File: config.mk
export PLATFORM = sky130hd
export DESIGN_NAME = simd8_addsub
export DESIGN_NICKNAME = d
export VERILOG_FILES = /design/src/rtl/simd8_pkg.sv /design/src/rtl/simd8_decode.sv /design/src/rtl/simd8_wrap.sv /design/src/rtl/simd8_lane.sv /design/src/rtl/simd8_addsub.sv
export SDC_FILE = /design/constraint.sdc
export NUM_CORES = 1
export LEC_CHECK = 0
export ABC_AREA = 0
export BUFFER_PORTS_ARGS = -buffer_cell sky130_fd_sc_hd__clkbuf_2
export CAP_MARGIN = 20
export CORE_MARGIN = 2
export CORE_UTILIZATION = 60
export DETAILED_ROUTE_END_ITERATION = 8
export GPL_ROUTABILITY_DRIVEN = 0
export PLACE_DENSITY_LB_ADDON = 0.15
export SLEW_MARGIN = 10
export SYNTH_ARGS = -nofsm -noshare
export SYNTH_HDL_FRONTEND = slang
export SYNTH_SLANG_ARGS = --single-unit
export TNS_END_PERCENT = 100
File: constraint.sdc
create_clock -name vclk -period 9.35
set_input_delay 2.3375 -clock vclk [all_inputs]
set_output_delay 2.3375 -clock vclk [all_outputs]
set_load 0.01 [all_outputs]
File: src/rtl/simd8_pkg.sv
package simd8_pkg;

    typedef enum logic [2:0] {
        K_NONE,
        K_WRAP,
        K_HALF_S,
        K_HALF_U,
        K_SAT_S,
        K_SAT_U
    } kind_e;

    typedef struct packed {
        logic  valid;
        logic  sub;
        kind_e kind;
    } op_t;

    localparam logic [6:0] OPC_PACKED = 7'b1111111;
    localparam logic [2:0] F3_BYTE    = 3'b000;

    // funct7[0] selects subtract; funct7[6:1] selects the flavour
    localparam logic [5:0] F7H_WRAP   = 6'b010010;
    localparam logic [5:0] F7H_HALF_S = 6'b000010;
    localparam logic [5:0] F7H_HALF_U = 6'b001010;
    localparam logic [5:0] F7H_SAT_S  = 6'b000110;
    localparam logic [5:0] F7H_SAT_U  = 6'b001110;

    function automatic logic [8:0] ext_s(input logic [7:0] x);
        return {x[7], x};
    endfunction

    function automatic logic [8:0] ext_u(input logic [7:0] x);
        return {1'b0, x};
    endfunction

endpackage

File: src/rtl/simd8_decode.sv
module simd8_decode
    import simd8_pkg::*;
(
    input  logic [6:0] opcode,
    input  logic [2:0] funct3,
    input  logic [6:0] funct7,
    output op_t        op
);
    kind_e kind_d;

    always_comb begin
        case (funct7[6:1])
            F7H_WRAP:   kind_d = K_WRAP;
            F7H_HALF_S: kind_d = K_HALF_S;
            F7H_HALF_U: kind_d = K_HALF_U;
            F7H_SAT_S:  kind_d = K_SAT_S;
            F7H_SAT_U:  kind_d = K_SAT_U;
            default:    kind_d = K_NONE;
        endcase
    end

    always_comb begin
        op.valid = (opcode == OPC_PACKED) && (funct3 == F3_BYTE) && (kind_d != K_NONE);
        op.sub   = funct7[0];
        op.kind  = op.valid ? kind_d : K_NONE;
    end
endmodule

File: src/rtl/simd8_wrap.sv
module simd8_wrap #(
    parameter int XLEN = 64
) (
    input  logic [XLEN-1:0] a,
    input  logic [XLEN-1:0] b,
    input  logic            sub,
    output logic [XLEN-1:0] res
);
    localparam int LANES = XLEN / 8;
    localparam logic [XLEN-1:0] MSB_MASK = {LANES{8'h80}};

    logic [XLEN-1:0] sum_w, dif_w;

    // Lane MSBs are cleared (or forced for subtract) so that carries and borrows
    // stop at each lane top; the true MSB is then restored by the XOR term.
    always_comb begin
        sum_w = ((a & ~MSB_MASK) + (b & ~MSB_MASK)) ^ ((a ^ b) & MSB_MASK);
        dif_w = ((a | MSB_MASK) - (b & ~MSB_MASK)) ^ (~(a ^ b) & MSB_MASK);
        res   = sub ? dif_w : sum_w;
    end
endmodule

File: src/rtl/simd8_lane.sv
module simd8_lane
    import simd8_pkg::*;
(
    input  logic [7:0] a,
    input  logic [7:0] b,
    input  logic       sub,
    input  kind_e      kind,
    output logic [7:0] res,
    output logic       clamp
);
    logic [8:0] s9, u9;
    logic       s_ovf, u_ovf;

    always_comb begin
        s9    = sub ? (ext_s(a) - ext_s(b)) : (ext_s(a) + ext_s(b));
        u9    = sub ? (ext_u(a) - ext_u(b)) : (ext_u(a) + ext_u(b));
        s_ovf = s9[8] ^ s9[7];
        u_ovf = u9[8];
        res   = 8'h00;
        clamp = 1'b0;
        case (kind)
            K_HALF_S, K_HALF_U: res = (kind == K_HALF_S) ? s9[8:1] : u9[8:1];
            K_SAT_S: begin
                clamp = s_ovf;
                res   = s_ovf ? (s9[8] ? 8'h80 : 8'h7F) : s9[7:0];
            end
            K_SAT_U: begin
                clamp = u_ovf;
                res   = u_ovf ? (sub ? 8'h00 : 8'hFF) : u9[7:0];
            end
            default: res = 8'h00;
        endcase
    end
endmodule

File: src/rtl/simd8_addsub.sv
module simd8_addsub
    import simd8_pkg::*;
#(
    parameter int XLEN = 64
) (
    input  logic [31:0]     instr,
    input  logic [XLEN-1:0] rs1_val,
    input  logic [XLEN-1:0] rs2_val,
    output logic [XLEN-1:0] result,
    output logic            valid,
    output logic            ovf_set
);
    localparam int LANES = XLEN / 8;

    op_t             op;
    logic [XLEN-1:0] wrap_res;
    logic [XLEN-1:0] lane_res;
    logic [LANES-1:0] lane_clamp;
    logic            unused_fields;

    assign unused_fields = ^{instr[24:15], instr[11:7]};

    simd8_decode u_dec (
        .opcode (instr[6:0]),
        .funct3 (instr[14:12]),
        .funct7 (instr[31:25]),
        .op     (op)
    );

    simd8_wrap #(.XLEN(XLEN)) u_wrap (
        .a   (rs1_val),
        .b   (rs2_val),
        .sub (op.sub),
        .res (wrap_res)
    );

    for (genvar i = 0; i < LANES; i++) begin : g_lane
        simd8_lane u_lane (
            .a     (rs1_val[8*i +: 8]),
            .b     (rs2_val[8*i +: 8]),
            .sub   (op.sub),
            .kind  (op.kind),
            .res   (lane_res[8*i +: 8]),
            .clamp (lane_clamp[i])
        );
    end

    always_comb begin
        if (!op.valid)               result = '0;
        else if (op.kind == K_WRAP)  result = wrap_res;
        else                         result = lane_res;
        valid   = op.valid;
        ovf_set = op.valid && ((op.kind == K_SAT_S) || (op.kind == K_SAT_U)) && (|lane_clamp);
    end
endmodule

==> summary.txt, run 1 <==
GRT
  – GR Util All Layers: 33.3%
  – Largest net degree at the start of global routing: 48
  – Wire length of the first global-routing pass: 56800 µm
  – Number of global-route vias before repair: 11820
  – Antenna violations before repair: 2
  – Leftover overflow at the end of global routing: 0

Timing
  – Final Cycle Share: 94.3%
  – Tightest slew margin relative to the limit: 33.1%
  – Count of final setup violators: 0
  – RSZ-0062 raised after global routing: no
  – Final total negative setup slack: 0 ns
  – Final period demand of the worst path: 8.82 ns
  – Max-slew violation count: 0
  – Slew at the pin closest to its max-slew limit: 1.00 ns
  – Final hold violation count: 0
  – Max Fclk: 113 MHz

CTS
  – Total setup buffers inserted after CTS: 0
  – Number of instances resized during post-cts repair: 0
  – Hold buffers post-CTS: 0

Route
  – Number of detailed-route iterations in the first pass: 5
  – Avg WL per Cell: 17.4 µm
  – Total number of vias: 13025
  – WL final: 36000 µm
  – Antenna violation net count after detailed routing: 0
  – DRC violations left: 0
  – Iter 0 DRT Violations: 1137
  – Vias per Instance: 6.28

Die
  – Effective utilization at floorplan: 61.6%
  – Core region area: 18800 µm²
  – Std cell rows: 50
  – Top-level port count: 226
  – Total die area: 20500 µm²
  – Die Ht: 143 µm
  – Width of the die: 143 µm

Finish
  – Area grow syn2layout: 10.9%
  – Most frequent cells in the layout: sky130_fd_sc_hd__clkbuf_2 (210), sky130_fd_sc_hd__ha_1 (190), sky130_fd_sc_hd__a21oi_1 (156), sky130_fd_sc_hd__inv_1 (155), sky130_fd_sc_hd__o21ai_0 (136)
  – Final standard cell count with taps included and fillers excluded: 2073
  – Clock tree buffer count of the final layout: 0
  – Number of nets at the end of the flow: 2185
  – Sequential standard cell area: 0 µm²
  – Share of layout cells above drive strength 1: 15.3%
  – Most common library cell in the layout ignoring fill and taps: sky130_fd_sc_hd__clkbuf_2
  – Sequential cells: 0

Min path
  – Worst min-delay path category: input pin to primary output
  – Start point of the worst hold path: rs2_val[24]

Critical path
  – Critical path capture point type: primary output
  – Cell-by-cell listing of the critical path: buf_6 > buf_4 > mux2i_1 > fa_1 > a21oi_1 > o22ai_1 > o41ai_2 > xnor2_1 > ha_1 > nor2b_2 > o21ai_0 > a221oi_1 > clkbuf_2
  – Worst setup path class: input pin to primary output
  – Arrival time reported for the critical path endpoint: 6.48 ns
  – CP Max Fanout: 44
  – Startpoint of the most critical setup path: instr[25]
  – Required time worst endpoint: 7.01 ns
  – Startpoint Class: input pin
  – Cell with the largest stage delay on the worst path: sky130_fd_sc_hd__ha_1
  – Delay contributed by the slowest stage of the critical path: 0.55 ns

Synthesis
  – Synth Area per Inst: 7.08 µm²
  – Yosys warns: 0
  – Fraction of synthesized cell area taken by the top area cell type: 20.5%
  – Post-synthesis cell type count: 88
  – Cells after synthesis: 1639
  – Synthesized cell area: 11600 µm²
  – Largest cells by area after synthesis: sky130_fd_sc_hd__ha_1 (20%), sky130_fd_sc_hd__xnor2_1 (10%), sky130_fd_sc_hd__a21oi_1 (6.7%), sky130_fd_sc_hd__o21ai_0 (5.9%), sky130_fd_sc_hd__inv_1 (5.0%)
  – Synthesized netlist net count: 2013
  – Sequential element share of the synthesized area: 0%
  – Library cell with the largest summed area after synthesis: sky130_fd_sc_hd__ha_1

Power
  – Leak: 5.87 nW
  – VDD IR-drop max: 0.0442 mV
  – Total power density per cell area: 79.1 nW/µm²

Placed design
  – Placed cell count: 2069
  – Number of buffers inserted by port buffering: 211
  – DPL Wire Length: 29000 µm

Status
  – Run status: completed

Run
  – Total of max-cap violations: 0
## critical path, delay by kind of cell
family | cells | cell delay [ns]
AOI/OAI and AO/OA | 5 | 1.42
adders and majority gates | 2 | 0.97
buffers and inverters | 3 | 0.96
and+or+nand+nor | 1 | 0.31
xor gates and xnor gates | 1 | 0.27
muxes | 1 | 0.18
## final timing paths
| check | slack (ns) | depth (start not counted) | endpoint |
|---|---|---|---|
| hold / removal | 5.17 | 4 | result[24] |
| setup / recovery | 0.53 | 13 | result[14] |
## power by group
| part | switching, mW | internal [mW] |
|---|---|---|
| Combinational | 0.617 | 0.402 |
| Clock | 0 | 0.0000000575 |
| Sequential | 0 | 0 |
| Total | 0.617 | 0.402 |
## routing by layer
| metal | routed length (µm) | up-vias | part of all wire, % | GRT usage (%) |
|---|---|---|---|---|
| met1 | 15400 | 6039 | 43 | 44.8 |
| met4 | 1040 | 2 | 2.9 | 9.74 |
| met2 | 16600 | 585 | 46 | 56.9 |
| li1 | - | 6313 | - | - |
| met3 | 2960 | 86 | 8.2 | 2.25 |
| met5 | 13 | - | 0.036 | 0 |
## cells in the mapped netlist, types with 5 or more instances
cell type,n
sky130_fd_sc_hd__ha_1,190
sky130_fd_sc_hd__a21oi_1,156
sky130_fd_sc_hd__inv_1,155
sky130_fd_sc_hd__o21ai_0,136
sky130_fd_sc_hd__xnor2_1,134
sky130_fd_sc_hd__nor2_1,132
sky130_fd_sc_hd__nand2_1,98
sky130_fd_sc_hd__a221oi_1,60
sky130_fd_sc_hd__xor2_1,49
sky130_fd_sc_hd__nor3_1,33
sky130_fd_sc_hd__nor2b_1,32
sky130_fd_sc_hd__a31oi_1,27
sky130_fd_sc_hd__clkbuf_1,26
sky130_fd_sc_hd__nand2b_1,26
sky130_fd_sc_hd__a21o_1,25
sky130_fd_sc_hd__buf_2,25
sky130_fd_sc_hd__fa_1,24
sky130_fd_sc_hd__mux2i_1,23
sky130_fd_sc_hd__o21bai_1,22
sky130_fd_sc_hd__a211oi_1,21
sky130_fd_sc_hd__nand3_1,21
sky130_fd_sc_hd__o21a_1,18
sky130_fd_sc_hd__o31ai_1,14
sky130_fd_sc_hd__o211ai_1,12
sky130_fd_sc_hd__a22oi_1,11
sky130_fd_sc_hd__o22ai_1,10
sky130_fd_sc_hd__nor4_1,8
sky130_fd_sc_hd__and3_1,6
sky130_fd_sc_hd__or2_2,6
sky130_fd_sc_hd__or3_1,6
sky130_fd_sc_hd__a2111oi_0,5
sky130_fd_sc_hd__a41oi_1,5
sky130_fd_sc_hd__nand4_1,5
sky130_fd_sc_hd__nor3b_1,5
sky130_fd_sc_hd__nor4_2,5
sky130_fd_sc_hd__o221ai_1,5
## through the flow
stage	setup WS [ns]	hold WS [ns]	total power [mW]	instance area, µm²	utilization, %
CTS	0.579	5.17	0.999	12900	68.3
floorplan	0.283	4.86	0.752	11600	-
global placement	0.650	5.16	0.968	12900	68.3
global route	0.204	5.21	1.13	12900	68.3
detailed placement	0.590	5.17	0.992	12900	68.3
finish	0.534	5.17	1.02	12900	68.4
## area by class of cell
class                           count  area, µm²
Antenna cell                        4       10.0
Fill cell                        1752       5950
Inverter                          158        593
Multi-Input combinational cell   1422      10800
Tap cell                          260        325
Timing Repair Buffer              229       1200
## cells by family (layout without fill, tap and decap cells)
family / Yosys count / after routing / share of synthesized area (%)
other cells: 0 / 4 / 0
compound gates: 586 / 586 / 33.7
buf+inv: 217 / 387 / 7.51
fa+ha+maj: 214 / 214 / 24.6
xor+xnor: 185 / 185 / 14.2
simple gates: 414 / 414 / 18.0
mux: 23 / 23 / 1.98
Power figures use the tool's default switching activity.
==> inputs of run 2 (changes only) <==
--- a/config.mk
+++ b/config.mk
@@ -5,7 +5,7 @@
 export SDC_FILE = /design/constraint.sdc
 export NUM_CORES = 1
 export LEC_CHECK = 0
-export ABC_AREA = 0
+export ABC_AREA = 1
 export BUFFER_PORTS_ARGS = -buffer_cell sky130_fd_sc_hd__clkbuf_2
 export CAP_MARGIN = 20
 export CORE_MARGIN = 2
@@ -13,7 +13,7 @@
 export DETAILED_ROUTE_END_ITERATION = 8
 export GPL_ROUTABILITY_DRIVEN = 0
 export PLACE_DENSITY_LB_ADDON = 0.15
-export SLEW_MARGIN = 10
+export SLEW_MARGIN = 20
 export SYNTH_ARGS = -nofsm -noshare
 export SYNTH_HDL_FRONTEND = slang
 export SYNTH_SLANG_ARGS = --single-unit
==> constraint.sdc (replaced) <==
create_clock -name vclk -period 10.8
set_input_delay 2.7 -clock vclk [all_inputs]
set_output_delay 2.7 -clock vclk [all_outputs]
set_load 0.01 [all_outputs]
==> run 2 against run 1 <==
  * Worst setup slack gained 0.60 ns
  * First-iteration DRC count shrank 6.1%
  * Via count grew 18%
  * Synthesized cell count grew 41%
  * Combinational power shrank 24%
  * Largest cell class unchanged
  * Core utilization shrank 1.0 points
  * Sequential share of layout area is the same
  * Synthesized area grew 7.6%
  * Wire length grew 3.7%
  * Clock-buffer cell count is the same
==> summary.txt, run 2 <==
Route
  – Wire length on met1: 16200 µm (was 15400 µm)
  – WL final: 37400 µm (was 36000 µm)
  – DRC violations left: 0 (unchanged)
  – Total number of vias: 15331 (was 13025)
  – Antenna violation net count after detailed routing: 0 (unchanged)
  – Vias per Instance: 5.60 (was 6.28)
  – Highest metal layer with signal wires: met5 (unchanged)
  – Number of detailed-route iterations in the first pass: 5 (unchanged)
  – Routed met2 length: 17000 µm (was 16600 µm)
  – Iter 0 DRT Violations: 1068 (was 1137)
  – Avg WL per Cell: 13.6 µm (was 17.4 µm)
  – WL met3: 3490 µm (was 2960 µm)

GRT
  – Number of global-route vias before repair: 13678 (was 11820)
  – Antenna violations before repair: 2 (unchanged)
  – Leftover overflow at the end of global routing: 0 (unchanged)
  – GR Util All Layers: 32.4% (was 33.3%)
  – Wire length of the first global-routing pass: 61300 µm (was 56800 µm)
  – Largest net degree at the start of global routing: 77 (was 48)

Critical path
  – Largest delay contributor family on the critical path: simple AND/OR/NAND/NOR gates (was compound AO/OA/AOI/OAI gates)
  – Delay contributed by the slowest stage of the critical path: 0.71 ns (was 0.55 ns)
  – Worst setup path class: input pin to primary output (unchanged)
  – Startpoint Class: input pin (unchanged)
  – CP Max Fanout: 76 (was 44)
  – Critical path capture point type: primary output (unchanged)
  – Arrival time reported for the critical path endpoint: 6.97 ns (was 6.48 ns)
  – Cell-by-cell listing of the critical path: buf_4 > buf_4 > o21ai_0 > fa_1 > nand3_1 > nand3_1 > nand4_1 > nand2_1 > nand3_1 > nand2_1 > ha_1 > inv_1 > nand4_1 > nor4_1 > nand3_1 > nand2_1 > o21ai_0 > clkbuf_2 (was buf_6 > buf_4 > mux2i_1 > fa_1 > a21oi_1 > o22ai_1 > o41ai_2 > xnor2_1 > ha_1 > nor2b_2 > o21ai_0 > a221oi_1 > clkbuf_2)
  – Cell with the largest stage delay on the worst path: sky130_fd_sc_hd__buf_4 (was sky130_fd_sc_hd__ha_1)
  – Required time worst endpoint: 8.10 ns (was 7.01 ns)
  – Most frequent cell on the critical path: sky130_fd_sc_hd__nand3_1
  – Number of buffers and inverters on the critical path: 4 (was 3)

Finish
  – Most common library cell in the layout ignoring fill and taps: sky130_fd_sc_hd__nand2_1 (was sky130_fd_sc_hd__clkbuf_2)
  – Most frequent cells in the layout: sky130_fd_sc_hd__nand2_1 (614), sky130_fd_sc_hd__inv_1 (397), sky130_fd_sc_hd__nand3_1 (252), sky130_fd_sc_hd__a21oi_1 (213), sky130_fd_sc_hd__clkbuf_2 (210) (was sky130_fd_sc_hd__clkbuf_2 (210), sky130_fd_sc_hd__ha_1 (190), sky130_fd_sc_hd__a21oi_1 (156), sky130_fd_sc_hd__inv_1 (155), sky130_fd_sc_hd__o21ai_0 (136))
  – Area grow syn2layout: 9.81% (was 10.9%)
  – Fill cell count: 2009 (was 1752)
  – Share of layout cells above drive strength 1: 10.3% (was 15.3%)
  – Number of nets at the end of the flow: 2843 (was 2185)
  – Clock tree buffer count of the final layout: 0 (unchanged)
  – Multi-input gate area in the final layout: 10700 µm² (was 10800 µm²)
  – Fraction of the core area covered by cells at the end of the flow: 67.4% (was 68.4%)
  – Final instance area: 13700 µm² (was 12900 µm²)
  – Sequential standard cell area: 0 µm² (unchanged)
  – Sequential cells: 0 (unchanged)

Synthesis
  – Post-synthesis cell type count: 40 (was 88)
  – Cells after synthesis: 2305 (was 1639)
  – Largest cells by area after synthesis: sky130_fd_sc_hd__ha_1 (19%), sky130_fd_sc_hd__nand2_1 (18%), sky130_fd_sc_hd__inv_1 (12%), sky130_fd_sc_hd__nand3_1 (10%), sky130_fd_sc_hd__a21oi_1 (8.5%) (was sky130_fd_sc_hd__ha_1 (20%), sky130_fd_sc_hd__xnor2_1 (10%), sky130_fd_sc_hd__a21oi_1 (6.7%), sky130_fd_sc_hd__o21ai_0 (5.9%), sky130_fd_sc_hd__inv_1 (5.0%))
  – Fraction of synthesized cell area taken by the top area cell type: 19.0% (was 20.5%)
  – Sequential element share of the synthesized area: 0% (unchanged)
  – Library cell with the largest summed area after synthesis: sky130_fd_sc_hd__ha_1 (unchanged)
  – Synth Area per Inst: 5.42 µm² (was 7.08 µm²)
  – Synthesized netlist net count: 2679 (was 2013)
  – Synthesized cell area: 12500 µm² (was 11600 µm²)
  – Library cell with the highest instance count after synthesis: sky130_fd_sc_hd__nand2_1 (was sky130_fd_sc_hd__ha_1)
  – Yosys warns: 0 (unchanged)
  – Post-synth top cells: sky130_fd_sc_hd__nand2_1 (614), sky130_fd_sc_hd__inv_1 (398), sky130_fd_sc_hd__nand3_1 (252) (was sky130_fd_sc_hd__ha_1 (190), sky130_fd_sc_hd__a21oi_1 (156), sky130_fd_sc_hd__inv_1 (155))

Power
  – VDD IR-drop max: 0.0327 mV (was 0.0442 mV)
  – Sw Ratio: 65.4% (was 60.6%)
  – Final Power: 775 µW (was 1.02 mW)
  – Leak: 8.50 nW (was 5.87 nW)
  – Total power density per cell area: 56.5 nW/µm² (was 79.1 nW/µm²)
  – Relative contribution of the clock network to total power: 0% (about the same)
  – P_sw: 507 µW (was 617 µW)
  – P_int: 268 µW (was 402 µW)
  – Power share of the combinational group: 100.0% (about the same)
  – Sequential group share of total power: 0% (about the same)

Timing
  – Final Cycle Share: 89.5%
  – Tightest slew margin relative to the limit: 24.9% (was 33.1%)
  – Hold WS: 5.99 ns (was 5.17 ns)
  – Final hold violation count: 0 (unchanged)
  – Final total negative setup slack: 0 ns (unchanged)
  – Slew at the pin closest to its max-slew limit: 1.12 ns (was 1.00 ns)
  – Max-slew violation count: 0 (unchanged)
  – RSZ-0062 raised after global routing: no (unchanged)
  – Count of final setup violators: 0 (unchanged)
  – Final period demand of the worst path: 9.67 ns
  – Max Fclk: 103 MHz

Min path
  – Start point of the worst hold path: rs2_val[56] (was rs2_val[24])
  – Cell depth of the worst min-delay path: 6 (was 4)
  – Worst min-delay path category: input pin to primary output (unchanged)
  – Endpoint with the worst hold slack: result[56] (was result[24])

Die
  – Core region area: 20400 µm² (was 18800 µm²)
  – Effective utilization at floorplan: 61.3% (was 61.6%)
  – Die Ht: 148 µm (was 143 µm)
  – Total die area: 22000 µm² (was 20500 µm²)
  – Width of the die: 148 µm (was 143 µm)
  – Std cell rows: 52 (was 50)
  – Top-level port count: 226 (unchanged)

CTS
  – Hold buffers post-CTS: 0 (unchanged)
  – Number of instances resized during post-cts repair: 0 (unchanged)
  – Total setup buffers inserted after CTS: 0 (unchanged)

Placed design
  – DPL Wire Length: 30100 µm (was 29000 µm)
  – Number of buffers inserted by port buffering: 211 (unchanged)
  – Placement-stage cell area: 13700 µm² (was 12900 µm²)

Status
  – Run status: completed (unchanged)

Run
  – Total of max-cap violations: 0 (unchanged)
-- run 2: cell types whose count changed after synthesis, moves of 25 or more --
| cell | delta |
|---|---|
| sky130_fd_sc_hd__nand4_1 | +42 |
| sky130_fd_sc_hd__nand2b_1 | -25 |
| sky130_fd_sc_hd__xor2_1 | +37 |
| sky130_fd_sc_hd__a221oi_1 | -60 |
| sky130_fd_sc_hd__nor2b_1 | -32 |
| sky130_fd_sc_hd__xnor2_1 | -122 |
| sky130_fd_sc_hd__a21oi_1 | +57 |
| sky130_fd_sc_hd__inv_1 | +243 |
| sky130_fd_sc_hd__nand3_1 | +231 |
| sky130_fd_sc_hd__nand2_1 | +516 |
-- run 2: how the worst max path moves through the flow --
| stage | startpoint | to | slack, ns | cells past startpoint |
|---|---|---|---|---|
| 6_report | instr[25] | ovf_set | 1.13 | 18 |
| 5_1_grt | instr[25] | ovf_set | 0.88 | 19 |
| 4_1_cts | instr[25] | ovf_set | 1.26 | 18 |
| 3_5_place_dp | instr[25] | ovf_set | 1.26 | 18 |
| 3_3_place_gp | instr[25] | ovf_set | 1.40 | 20 |
| 2_1_floorplan | instr[25] | ovf_set | 2.10 | 21 |
-- run 2: metal layers --
metal	global-route usage [%]	up-vias
li1	-	7829
met1	43.8	6744
met2	57.0	688
met3	2.36	68
met4	6.48	2
met5	0	-
-- run 2: logic make-up after synthesis --
group	count (synthesis)	synth area share (%)
xor+xnor	98	6.87
buf+inv	459	14.1
compound gates	426	18.1
fa+ha+maj	214	22.9
simple gates	1108	38.0
-- run 2: area by class of cell --
cell class,instances,share of cell area [%]
Multi-Input combinational cell,1846,78.2
Inverter,401,11.0
Timing Repair Buffer,220,8.30
Tap cell,270,2.46
Antenna cell,1,0.0182
-- run 2: power by group through the flow --
stage	Combinational [mW]	Sequential, mW	Clock, mW
after global placement	0.734	0	0
final	0.775	0	0.0000000124
after detailed placement	0.757	0	0
after global routing	0.880	0	0
after CTS	0.761	0	0
after floorplan	0.571	0	0
-- run 2: worst min-delay path, stage by stage --
cell and delay, ns:
sky130_fd_sc_hd__clkbuf_2 0.12, sky130_fd_sc_hd__ha_1 0.18, sky130_fd_sc_hd__a21oi_1 0.08, sky130_fd_sc_hd__nand2_1 0.06, sky130_fd_sc_hd__inv_1 0.03, sky130_fd_sc_hd__clkbuf_2 0.11
-- run 2: metrics by stage --
| step | std cells | worst slack (ns) |
|---|---|---|
| finish | 2738 | 1.13 |
| global route | 2737 | 0.885 |
| CTS | 2737 | 1.26 |
| detailed placement | 2737 | 1.26 |
| global placement | 2737 | 1.40 |
| floorplan | 2305 | 2.10 |
==> inputs of run 3 (changes only) <==
--- a/config.mk
+++ b/config.mk
@@ -8,6 +8,7 @@
 export ABC_AREA = 1
 export BUFFER_PORTS_ARGS = -buffer_cell sky130_fd_sc_hd__clkbuf_2
 export CAP_MARGIN = 20
+export CORE_ASPECT_RATIO = 2
 export CORE_MARGIN = 2
 export CORE_UTILIZATION = 60
 export DETAILED_ROUTE_END_ITERATION = 8
==> run 3 against run 2 <==
  * Global-route usage increased by 2.5 points
  * Largest power group unchanged
  * Combinational power grew 1%
  * First-iteration DRC count increased by 5.1%
  * Critical path type unchanged
  * Non-clock buffer count increased by 3
  * Cell count barely moved
  * Core utilization decreased by 0.31 points
  * Sequential share of layout area unchanged
  * Wire length is 6.7% higher
  * Worst setup slack better by 0.28 ns
  * Maximum frequency up 3.0%
  * Hold slack lost 0.032 ns
==> summary.txt, run 3 (synthesis results as in run 2) <==
GRT
  – Largest net degree at the start of global routing: 60 (was 77)
  – Number of global-route vias before repair: 15254 (was 13678)
  – Leftover overflow at the end of global routing: 0 (unchanged)
  – GR Util All Layers: 35.0% (was 32.4%)
  – Antenna violations before repair: 1 (was 2)
  – Wire length of the first global-routing pass: 65600 µm (was 61300 µm)

Die
  – Total die area: 22100 µm² (was 22000 µm²)
  – Width of the die: 106 µm (was 148 µm)
  – Std cell rows: 74 (was 52)
  – Die Ht: 208 µm (was 148 µm)
  – Top-level port count: 226 (unchanged)
  – Effective utilization at floorplan: 61.1% (was 61.3%)
  – Core region area: 20500 µm² (was 20400 µm²)

Timing
  – Count of final setup violators: 0 (unchanged)
  – Post-route setup slack: 1.42 ns (was 1.13 ns)
  – Tightest slew margin relative to the limit: 28.8% (was 24.9%)
  – Final Cycle Share: 86.9% (was 89.5%)
  – RSZ-0062 raised after global routing: no (unchanged)
  – Final period demand of the worst path: 9.38 ns (was 9.67 ns)
  – Final hold violation count: 0 (unchanged)
  – Max-slew violation count: 0 (unchanged)
  – Final total negative setup slack: 0 ns (unchanged)
  – Hold WS: 5.96 ns (was 5.99 ns)
  – Slew at the pin closest to its max-slew limit: 1.07 ns (was 1.12 ns)
  – Max Fclk: 107 MHz (was 103 MHz)

Finish
  – Sequential cells: 0 (unchanged)
  – Number of diodes: 0 (was 1)
  – Share of layout cells above drive strength 1: 10.4% (was 10.3%)
  – Area grow syn2layout: 9.83% (was 9.81%)
  – Most frequent cells in the layout: sky130_fd_sc_hd__nand2_1 (614), sky130_fd_sc_hd__inv_1 (398), sky130_fd_sc_hd__nand3_1 (252), sky130_fd_sc_hd__a21oi_1 (213), sky130_fd_sc_hd__clkbuf_2 (210) (was sky130_fd_sc_hd__nand2_1 (614), sky130_fd_sc_hd__inv_1 (397), sky130_fd_sc_hd__nand3_1 (252), sky130_fd_sc_hd__a21oi_1 (213), sky130_fd_sc_hd__clkbuf_2 (210))
  – Most common library cell in the layout ignoring fill and taps: sky130_fd_sc_hd__nand2_1 (unchanged)
  – Fraction of the core area covered by cells at the end of the flow: 67.1% (was 67.4%)
  – Sequential standard cell area: 0 µm² (unchanged)
  – Fill cell count: 2069 (was 2009)
  – Clock tree buffer count of the final layout: 0 (unchanged)
  – Number of nets at the end of the flow: 2846 (was 2843)
  – Final standard cell count with taps included and fillers excluded: 2736 (was 2738)

Status
  – Run status: completed (unchanged)

CTS
  – Total setup buffers inserted after CTS: 0 (unchanged)
  – Hold buffers post-CTS: 0 (unchanged)
  – Number of instances resized during post-cts repair: 0 (unchanged)

Critical path
  – Required time worst endpoint: 8.10 ns (about the same)
  – Critical path capture point type: primary output (unchanged)
  – CP Max Fanout: 51 (was 76)
  – Worst setup path class: input pin to primary output (unchanged)
  – Startpoint Class: input pin (unchanged)
  – Arrival time reported for the critical path endpoint: 6.68 ns (was 6.97 ns)
  – Startpoint of the most critical setup path: instr[25] (unchanged)
  – Crit path to: ovf_set (unchanged)

Placed design
  – Placed cell count: 2736 (was 2737)
  – Number of buffers inserted by port buffering: 211 (unchanged)
  – DPL Wire Length: 32700 µm (was 30100 µm)
  – Dpl ws: 1.43 ns (was 1.26 ns)

Route
  – Avg WL per Cell: 14.6 µm (was 13.6 µm)
  – WL final: 39900 µm (was 37400 µm)
  – Total number of vias: 15694 (was 15331)
  – Iter 0 DRT Violations: 1122 (was 1068)
  – Number of detailed-route iterations in the first pass: 6 (was 5)
  – DRC violations left: 0 (unchanged)
  – Antenna violation net count after detailed routing: 0 (unchanged)
  – Vias per Instance: 5.74 (was 5.60)

Min path
  – Worst min-delay path category: input pin to primary output (unchanged)

Power
  – Total power density per cell area: 57.3 nW/µm² (was 56.5 nW/µm²)
  – VDD IR-drop max: 0.0405 mV (was 0.0327 mV)
  – Leak: 8.52 nW (was 8.50 nW)

Run
  – Total of max-cap violations: 0 (unchanged)
## run 3: changes by cell type in the layout (fill, tap and decap cells not counted)
cell                       delta
sky130_fd_sc_hd__buf_12       -1
sky130_fd_sc_hd__buf_4        +4
sky130_fd_sc_hd__clkinv_1     -1
sky130_fd_sc_hd__diode_2      -1
sky130_fd_sc_hd__inv_1        +1
## run 3: metrics by stage
stage,total power [mW],area (µm²)
6_report,0.786,13700
5_1_grt,0.890,13700
4_1_cts,0.776,13700
3_5_place_dp,0.772,13700
3_3_place_gp,0.749,13700
2_1_floorplan,0.571,12500
## run 3: final cells by class
class	instances	area, µm²	area share [%]
tap	266	333	2.43
multi-input combinational	1846	10700	78.2
inverter	401	1510	11.0
timing repair buffer	223	1150	8.37
## run 3: critical path, stage by stage
cell and delay [ns]:
sky130_fd_sc_hd__buf_4 0.12, sky130_fd_sc_hd__inv_2 0.69, sky130_fd_sc_hd__o21ai_0 0.40, sky130_fd_sc_hd__nand2_1 0.18, sky130_fd_sc_hd__xor2_1 0.17, sky130_fd_sc_hd__ha_1 0.28, sky130_fd_sc_hd__nand2_1 0.08, sky130_fd_sc_hd__inv_1 0.05
sky130_fd_sc_hd__nand3_1 0.07, sky130_fd_sc_hd__nand3_1 0.14, sky130_fd_sc_hd__inv_1 0.11, sky130_fd_sc_hd__nand3_1 0.07, sky130_fd_sc_hd__nand2_1 0.20, sky130_fd_sc_hd__ha_1 0.32, sky130_fd_sc_hd__inv_1 0.20, sky130_fd_sc_hd__nand4_1 0.15
sky130_fd_sc_hd__nor4_1 0.29, sky130_fd_sc_hd__nand3_1 0.13, sky130_fd_sc_hd__nand2_1 0.10, sky130_fd_sc_hd__o21ai_0 0.08, sky130_fd_sc_hd__clkbuf_2 0.16
## run 3: report_power, final
part | leakage (nW) | switching [mW] | internal (mW)
combinational | 8.52 | 0.517 | 0.269
clock | 0 | 0 | 0
sequential | 0 | 0 | 0
total | 8.52 | 0.517 | 0.269
## run 3: how the worst min path moves through the flow
stage | from | cells past startpoint | slack (ns) | to
after global placement | rs2_val[8] | 4 | 5.95 | result[8]
final | rs2_val[8] | 4 | 5.96 | result[8]
after floorplan | rs2_val[8] | 2 | 5.67 | result[8]
after global routing | rs2_val[8] | 4 | 5.99 | result[8]
after CTS | rs2_val[8] | 4 | 5.94 | result[8]
after detailed placement | rs2_val[8] | 4 | 5.94 | result[8]
## run 3: layer usage
metal,track usage [%],vias to the layer above,part of all wire [%],routed length (µm)
li1,-,7810,-,-
met1,34.1,7053,35,14200
met2,66.6,607,51,20300
met3,3.48,222,5.6,2230
met4,25.2,2,8.0,3210
met5,0,-,0.033,13
